`src/rtl/rrs_pkg.sv`:
```
package rrs_pkg;

  typedef enum logic [2:0] {
    PH_POR      = 3'd0,
    PH_BROWNOUT = 3'd1,
    PH_PWRT     = 3'd2,
    PH_OST      = 3'd3,
    PH_RUN      = 3'd4
  } phase_e;

  typedef enum logic [1:0] {
    CAUSE_POR  = 2'd0,
    CAUSE_BOR  = 2'd1,
    CAUSE_WAKE = 2'd2
  } cause_e;

  localparam int CRYSTAL_MAX_CODE = 2;

  function automatic logic is_crystal(input logic [2:0] mode);
    return (mode <= 3'(CRYSTAL_MAX_CODE));
  endfunction

endpackage

```
`src/rtl/rrs_bor_filter.sv`:
```
module rrs_bor_filter #(
  parameter int LEVELS       = 4,
  parameter int FILTER_TICKS = 3,
  localparam int SEL_W       = $clog2(LEVELS)
) (
  input  logic              clk,
  input  logic              por_i,
  input  logic [LEVELS-1:0] flags_i,
  input  logic [SEL_W-1:0]  sel_i,
  input  logic              en_i,
  input  logic              tick_i,
  output logic              low_o,
  output logic              trip_o
);

  localparam int CW = $clog2(FILTER_TICKS + 1);
  localparam logic [CW-1:0] CMAX = CW'(FILTER_TICKS);

  logic          sel_flag;
  logic [CW-1:0] cnt;

  assign sel_flag = flags_i[sel_i];
  assign low_o    = en_i & sel_flag;

  always_ff @(posedge clk or posedge por_i) begin
    if (por_i) begin
      cnt <= '0;
    end else if (!low_o) begin
      cnt <= '0;
    end else if (tick_i && (cnt != CMAX)) begin
      cnt <= cnt + 1'b1;
    end
  end

  assign trip_o = low_o && (cnt == CMAX);


  filter_needs_history_chk: assert property (@(posedge clk) disable iff (por_i)
    trip_o |-> $past(low_o));


  filter_disabled_chk: assert property (@(posedge clk) disable iff (por_i)
    !en_i |-> !trip_o);

endmodule

```
`src/rtl/rrs_pwrt_timer.sv`:
```
module rrs_pwrt_timer #(
  parameter int TICKS = 8
) (
  input  logic clk,
  input  logic por_i,
  input  logic run_i,
  input  logic tick_i,
  output logic done_o
);

  localparam int CW = $clog2(TICKS + 1);
  localparam logic [CW-1:0] LAST = CW'(TICKS - 1);

  logic [CW-1:0] cnt;

  always_ff @(posedge clk or posedge por_i) begin
    if (por_i) begin
      cnt <= '0;
    end else if (!run_i) begin
      cnt <= '0;
    end else if (tick_i) begin
      cnt <= cnt + 1'b1;
    end
  end

  assign done_o = run_i && tick_i && (cnt == LAST);


  pwrt_tick_only_chk: assert property (@(posedge clk) disable iff (por_i)
    (run_i && !tick_i) |=> (cnt == $past(cnt)) || !$past(run_i));

endmodule

```
`src/rtl/rrs_ost_counter.sv`:
```
module rrs_ost_counter #(
  parameter int CYCLES = 1024
) (
  input  logic clk,
  input  logic por_i,
  input  logic run_i,
  output logic done_o
);

  localparam int CW = $clog2(CYCLES + 1);
  localparam logic [CW-1:0] LAST = CW'(CYCLES - 1);

  logic [CW-1:0] cnt;

  always_ff @(posedge clk or posedge por_i) begin
    if (por_i) begin
      cnt <= '0;
    end else if (!run_i) begin
      cnt <= '0;
    end else begin
      cnt <= cnt + 1'b1;
    end
  end

  assign done_o = run_i && (cnt == LAST);

endmodule

```
`src/rtl/reset_release_seq.sv`:
```
module reset_release_seq
  import rrs_pkg::*;
#(
  parameter int BOR_LEVELS   = 4,
  parameter int FILTER_TICKS = 3,
  parameter int PWRT_TICKS   = 8,
  parameter int OST_CYCLES   = 1024,
  localparam int SEL_W       = $clog2(BOR_LEVELS)
) (
  input  logic                  clk,
  input  logic                  por_i,
  input  logic [BOR_LEVELS-1:0] bor_flag_i,
  input  logic [SEL_W-1:0]      bor_sel_i,
  input  logic                  bor_en_i,
  input  logic                  pwrt_en_i,
  input  logic [2:0]            osc_mode_i,
  input  logic                  wake_i,
  input  logic                  slow_tick_i,
  output logic                  core_rst_o,
  output logic                  cause_por_o,
  output logic                  cause_bor_o,
  output logic                  cause_wake_o
);

  phase_e state, state_n;
  cause_e cause, cause_n;

  logic bor_low, bor_trip;
  logic pwrt_done, ost_done;
  logic crystal;

  assign crystal = is_crystal(osc_mode_i);

  rrs_bor_filter #(
    .LEVELS       (BOR_LEVELS),
    .FILTER_TICKS (FILTER_TICKS)
  ) u_filter (
    .clk     (clk),
    .por_i   (por_i),
    .flags_i (bor_flag_i),
    .sel_i   (bor_sel_i),
    .en_i    (bor_en_i),
    .tick_i  (slow_tick_i),
    .low_o   (bor_low),
    .trip_o  (bor_trip)
  );

  rrs_pwrt_timer #(
    .TICKS (PWRT_TICKS)
  ) u_pwrt (
    .clk    (clk),
    .por_i  (por_i),
    .run_i  (state == PH_PWRT),
    .tick_i (slow_tick_i),
    .done_o (pwrt_done)
  );

  rrs_ost_counter #(
    .CYCLES (OST_CYCLES)
  ) u_ost (
    .clk    (clk),
    .por_i  (por_i),
    .run_i  (state == PH_OST),
    .done_o (ost_done)
  );

  always_comb begin
    state_n = state;
    cause_n = cause;
    unique case (state)
      PH_POR: begin
        if (pwrt_en_i)    state_n = PH_PWRT;
        else if (crystal) state_n = PH_OST;
        else              state_n = PH_RUN;
      end
      PH_BROWNOUT: begin
        if (!bor_low) state_n = PH_PWRT;
      end
      PH_PWRT: begin
        if (bor_low) begin
          state_n = PH_BROWNOUT;
          cause_n = CAUSE_BOR;
        end else if (pwrt_done) begin
          state_n = crystal ? PH_OST : PH_RUN;
        end
      end
      PH_OST: begin
        if (bor_trip) begin
          state_n = PH_BROWNOUT;
          cause_n = CAUSE_BOR;
        end else if (ost_done) begin
          state_n = PH_RUN;
        end
      end
      PH_RUN: begin
        if (bor_trip) begin
          state_n = PH_BROWNOUT;
          cause_n = CAUSE_BOR;
        end else if (wake_i) begin
          cause_n = CAUSE_WAKE;
          if (crystal) state_n = PH_OST;
        end
      end
      default: state_n = PH_POR;
    endcase
  end

  always_ff @(posedge clk or posedge por_i) begin
    if (por_i) begin
      state <= PH_POR;
      cause <= CAUSE_POR;
    end else begin
      state <= state_n;
      cause <= cause_n;
    end
  end

  assign core_rst_o   = (state != PH_RUN);
  assign cause_por_o  = (cause == CAUSE_POR);
  assign cause_bor_o  = (cause == CAUSE_BOR);
  assign cause_wake_o = (cause == CAUSE_WAKE);


  bor_entry_chk: assert property (@(posedge clk) disable iff (por_i)
    (state == PH_RUN && bor_trip) |=> (core_rst_o && cause_bor_o));


  bor_hold_chk: assert property (@(posedge clk) disable iff (por_i)
    (state == PH_BROWNOUT && bor_low) |=> core_rst_o);


  bor_to_pwrt_chk: assert property (@(posedge clk) disable iff (por_i)
    (state == PH_BROWNOUT && !bor_low) |=> (state == PH_PWRT));


  pwrt_redip_chk: assert property (@(posedge clk) disable iff (por_i)
    (state == PH_PWRT && bor_low) |=> (state == PH_BROWNOUT));


  ost_hold_chk: assert property (@(posedge clk) disable iff (por_i)
    (state == PH_OST && !ost_done && !bor_trip) |=> core_rst_o);


  wake_ost_chk: assert property (@(posedge clk) disable iff (por_i)
    (state == PH_RUN && wake_i && !bor_trip && crystal) |=> (state == PH_OST && cause_wake_o));


  cause_onehot_chk: assert property (@(posedge clk) disable iff (por_i)
    $countones({cause_por_o, cause_bor_o, cause_wake_o}) == 1);

endmodule

```
`config.mk`:
```
export PLATFORM = sky130hd
export DESIGN_NAME = reset_release_seq
export DESIGN_NICKNAME = d
export VERILOG_FILES = /design/src/rtl/rrs_pkg.sv /design/src/rtl/rrs_bor_filter.sv /design/src/rtl/rrs_pwrt_timer.sv /design/src/rtl/rrs_ost_counter.sv /design/src/rtl/reset_release_seq.sv
export SDC_FILE = /design/constraint.sdc
export NUM_CORES = 1
export LEC_CHECK = 0
export BUFFER_PORTS_ARGS = -buffer_cell sky130_fd_sc_hd__buf_2
export CORE_AREA = 2 2 70 72
export CTS_CLUSTER_SIZE = 10
export DETAILED_ROUTE_END_ITERATION = 10
export DIE_AREA = 0 0 72 74
export MAX_ROUTING_LAYER = met4
export PLACE_DENSITY = 0.48
export SYNTH_ARGS = -nofsm -noshare
export SYNTH_HDL_FRONTEND = slang
export SYNTH_HIERARCHICAL = 1
export SYNTH_SLANG_ARGS = --single-unit
```
`constraint.sdc`:
```
create_clock -name clk -period 5 [get_ports clk]
set_input_delay 0.25 -clock clk [delete_from_list [all_inputs] [get_ports clk]]
set_output_delay 0.25 -clock clk [all_outputs]
set_load 0.005 [all_outputs]
```
==> flow_metrics.env <==
export IMPL_outcome="finished, final reports clean"
export IMPL_max_slew_margin_rel=0.715
export IMPL_syn_area_sq_um=1340
export IMPL_cts_resized=0
export IMPL_cap_violations=0
export IMPL_syn_avg_cell_area_sq_um=9.34
export IMPL_clk_path_buf_depth=2
export IMPL_num_vias=1055
export IMPL_start_kind="flop"
export IMPL_synth_seq_area_share=0.412
export IMPL_seq_area_sq_um=551
export IMPL_synth_enable_flop_cells=0
export IMPL_rows=25
export IMPL_hold_violations=0
export IMPL_antenna_cells=0
export IMPL_cts_buffers=3
export IMPL_crit_fanout=12
export IMPL_core_area_sq_um=4600
export IMPL_p_total_mw=0.590
export IMPL_placed_area_sq_um=1460
export IMPL_skew_ns=0.00492
export IMPL_drtIter0Drc=42
export IMPL_critical_path_arrival_ns=2.41
export IMPL_die_w_um=72
export IMPL_fin_cells=216
export IMPL_crit_type="reg -> reg"
export IMPL_hold_slack_ns=0.323
export IMPL_ys_flop_type="dfrtp_1"
export IMPL_rsz0062_at_grt="no"
export IMPL_drt_pass1_iterations=4
export IMPL_layout_worst_path_cycle_share=0.451
export IMPL_place_port_buffers=18
export IMPL_final_nets=181
export IMPL_clockRootBuffer="clkbuf_8"
export IMPL_grt_start_max_net_pins=13
export IMPL_tightest_slew_ns=0.427
export IMPL_drive_gt1_frac=0.198
export IMPL_cts_max_level=1
export IMPL_synth_cells=143
export IMPL_routedWlPerCell_um=11.9
export IMPL_ir_drop_mv=0.181
export IMPL_areaGrowthSynthToFinish_pct=14.2
export IMPL_viasPerCell=4.88
export IMPL_critical_path_required_ns=5.16
export IMPL_die_area_sq_um=5330
export IMPL_ios=19
export IMPL_yosys_warnings=6
export IMPL_route_antenna_remaining_nets=0
export IMPL_clk_pin_slew_ns=0.08
export IMPL_start_util=0.290
export IMPL_drc=0
export IMPL_crit_path_end_kind="flop"
export IMPL_grt_pass1_vias=1004
export IMPL_finalCriticalPeriod_ns=2.26
export IMPL_mostFrequentLayoutCell="dfrtp_1"
export IMPL_setup_viol_count_final=0
export IMPL_grt_pass1_wl_mm=4.40
export IMPL_hp_class="in -> reg"
export IMPL_slew_violations=0
export IMPL_max_freq_mhz=443
export IMPL_track_usage=0.108
export IMPL_die_h_um=74
export IMPL_overflow=0
export IMPL_fin_area_sq_um=1530
export IMPL_clk_latency_ns=0.26
export IMPL_multi_input_area_sq_um=692
export IMPL_dp_final_hpwl_mm=1.99
export IMPL_post_place_cells=211
export IMPL_fillers=467
export IMPL_cts_tree="done"
export IMPL_final_cell_mix="dfrtp_1, buf_2, inv_1"
export IMPL_syn_nets=161
export IMPL_ys_types=46
export IMPL_r2r_cells=8
export IMPL_p_leak_nw=0.704
export IMPL_synth_seq_cells=22
export IMPL_power_density_nw_per_um2=387
export IMPL_cts_sinks=22
export IMPL_routabilityCongestion=0.804
export IMPL_ys_async_sr_fraction=1.00
export IMPL_whs_path_depth=3
export IMPL_antenna_found_initial=0
export IMPL_drt_total_wl_mm=2.58
export IMPL_fin_setup_tns_ns=0
-- where the power goes --
part / internal [mW] / switching [mW] / total [mW] / leakage, nW
clock: 0.0702 / 0.0587 / 0.129 / 0.0288
combinational: 0.109 / 0.0977 / 0.207 / 0.380
sequential: 0.205 / 0.0492 / 0.255 / 0.296
-- kinds of logic (layout without fill, tap and decap cells) --
group / count (synthesis) / after routing / share of synthesized area
flip-flops: 22 / 22 / 0.412
buffers and inverters: 20 / 39 / 0.0693
AND/OR/NAND/NOR: 59 / 59 / 0.258
XOR/XNOR: 5 / 5 / 0.0328
multiplexers: 9 / 9 / 0.0731
AO/OA/AOI/OAI: 25 / 25 / 0.127
adder cells (fa/ha/maj): 3 / 3 / 0.0281
-- state kept, by name, summed over array words and instances (netlist names) --
name	cells
state	3
cause	2
u_ost/cnt	11
u_pwrt/cnt	4
u_filter/cnt	2
-- layer usage --
metal | up-vias | routed length, um | share of wire | GRT usage
li1 | 533 | - | - | -
met1 | 499 | 1260 | 0.49 | 0.130
met2 | 19 | 1200 | 0.47 | 0.176
met3 | 4 | 77 | 0.030 | 0.0217
met4 | 0 | 36 | 0.014 | 0.0461
met5 | - | 0 | 0 | -
-- critical path: stages, from the launching register on --
cell      delay (ns)
dfrtp_1         0.58
nor2b_1         0.21
and2_1          0.27
nand2b_1        0.08
nor4_1          0.27
nor3b_1         0.09
o21ai_1         0.21
nand3_2         0.12
mux2_4          0.31
-- metrics by stage --
| step | utilization | setup slack (ns) |
|---|---|---|
| after detailed placement | 0.318 | 2.78 |
| after global placement | 0.318 | 2.86 |
| after global routing | 0.332 | 2.53 |
| after CTS | 0.332 | 2.75 |
| final | 0.332 | 2.74 |
| after floorplan | - | 3.07 |
-- final timing paths --
path / startpoint / to / slack [ns]
min in group asynchronous: por_i / u_filter/cnt[1] / 0.43
worst min-delay path: slow_tick_i / u_pwrt/cnt[2] / 0.32
worst min register to register: u_ost/cnt[0] / u_ost/cnt[0] / 0.52
max in group asynchronous: por_i / u_ost/cnt[3] / 4.13
worst max-delay path: state[1] / state[1] / 2.74
worst max register to register: state[1] / state[1] / 2.74
-- cell type report --
cell class / instances / share of cell area
multi-input combinational: 101 / 0.454
sequential: 22 / 0.361
timing repair buffer: 19 / 0.0656
tap: 54 / 0.0443
inverter: 16 / 0.0394
clock buffer: 4 / 0.0361
-- cells in the mapped netlist (2+ instances only) --
cell type | n | area, sq um
a21oi_1 | 6 | 30.0
and2_1 | 3 | 18.8
buf_2 | 2 | 10.0
buf_6 | 2 | 22.5
dfrtp_1 | 22 | 551
ha_1 | 3 | 37.5
inv_1 | 15 | 56.3
mux2i_1 | 6 | 60.1
nand2_1 | 8 | 30.0
nand2b_1 | 5 | 31.3
nand3_1 | 4 | 20.0
nand4_1 | 3 | 18.8
nor2_1 | 13 | 48.8
nor2b_1 | 5 | 31.3
nor3_1 | 4 | 20.0
nor4_1 | 2 | 12.5
o21ai_0 | 4 | 20.0
o21ai_1 | 3 | 15.0
o311ai_0 | 2 | 17.5
or3_1 | 2 | 12.5
xnor2_1 | 4 | 35.0
-- repair_timing --
action | in CTS | in global routing
hold buffers | 1 | 0
setup endpoints to repair | 0 | 0
buffers inserted | 0 | 0
endpoints found under the hold margin | 11 | 0
Power figures use the tool's default switching activity.
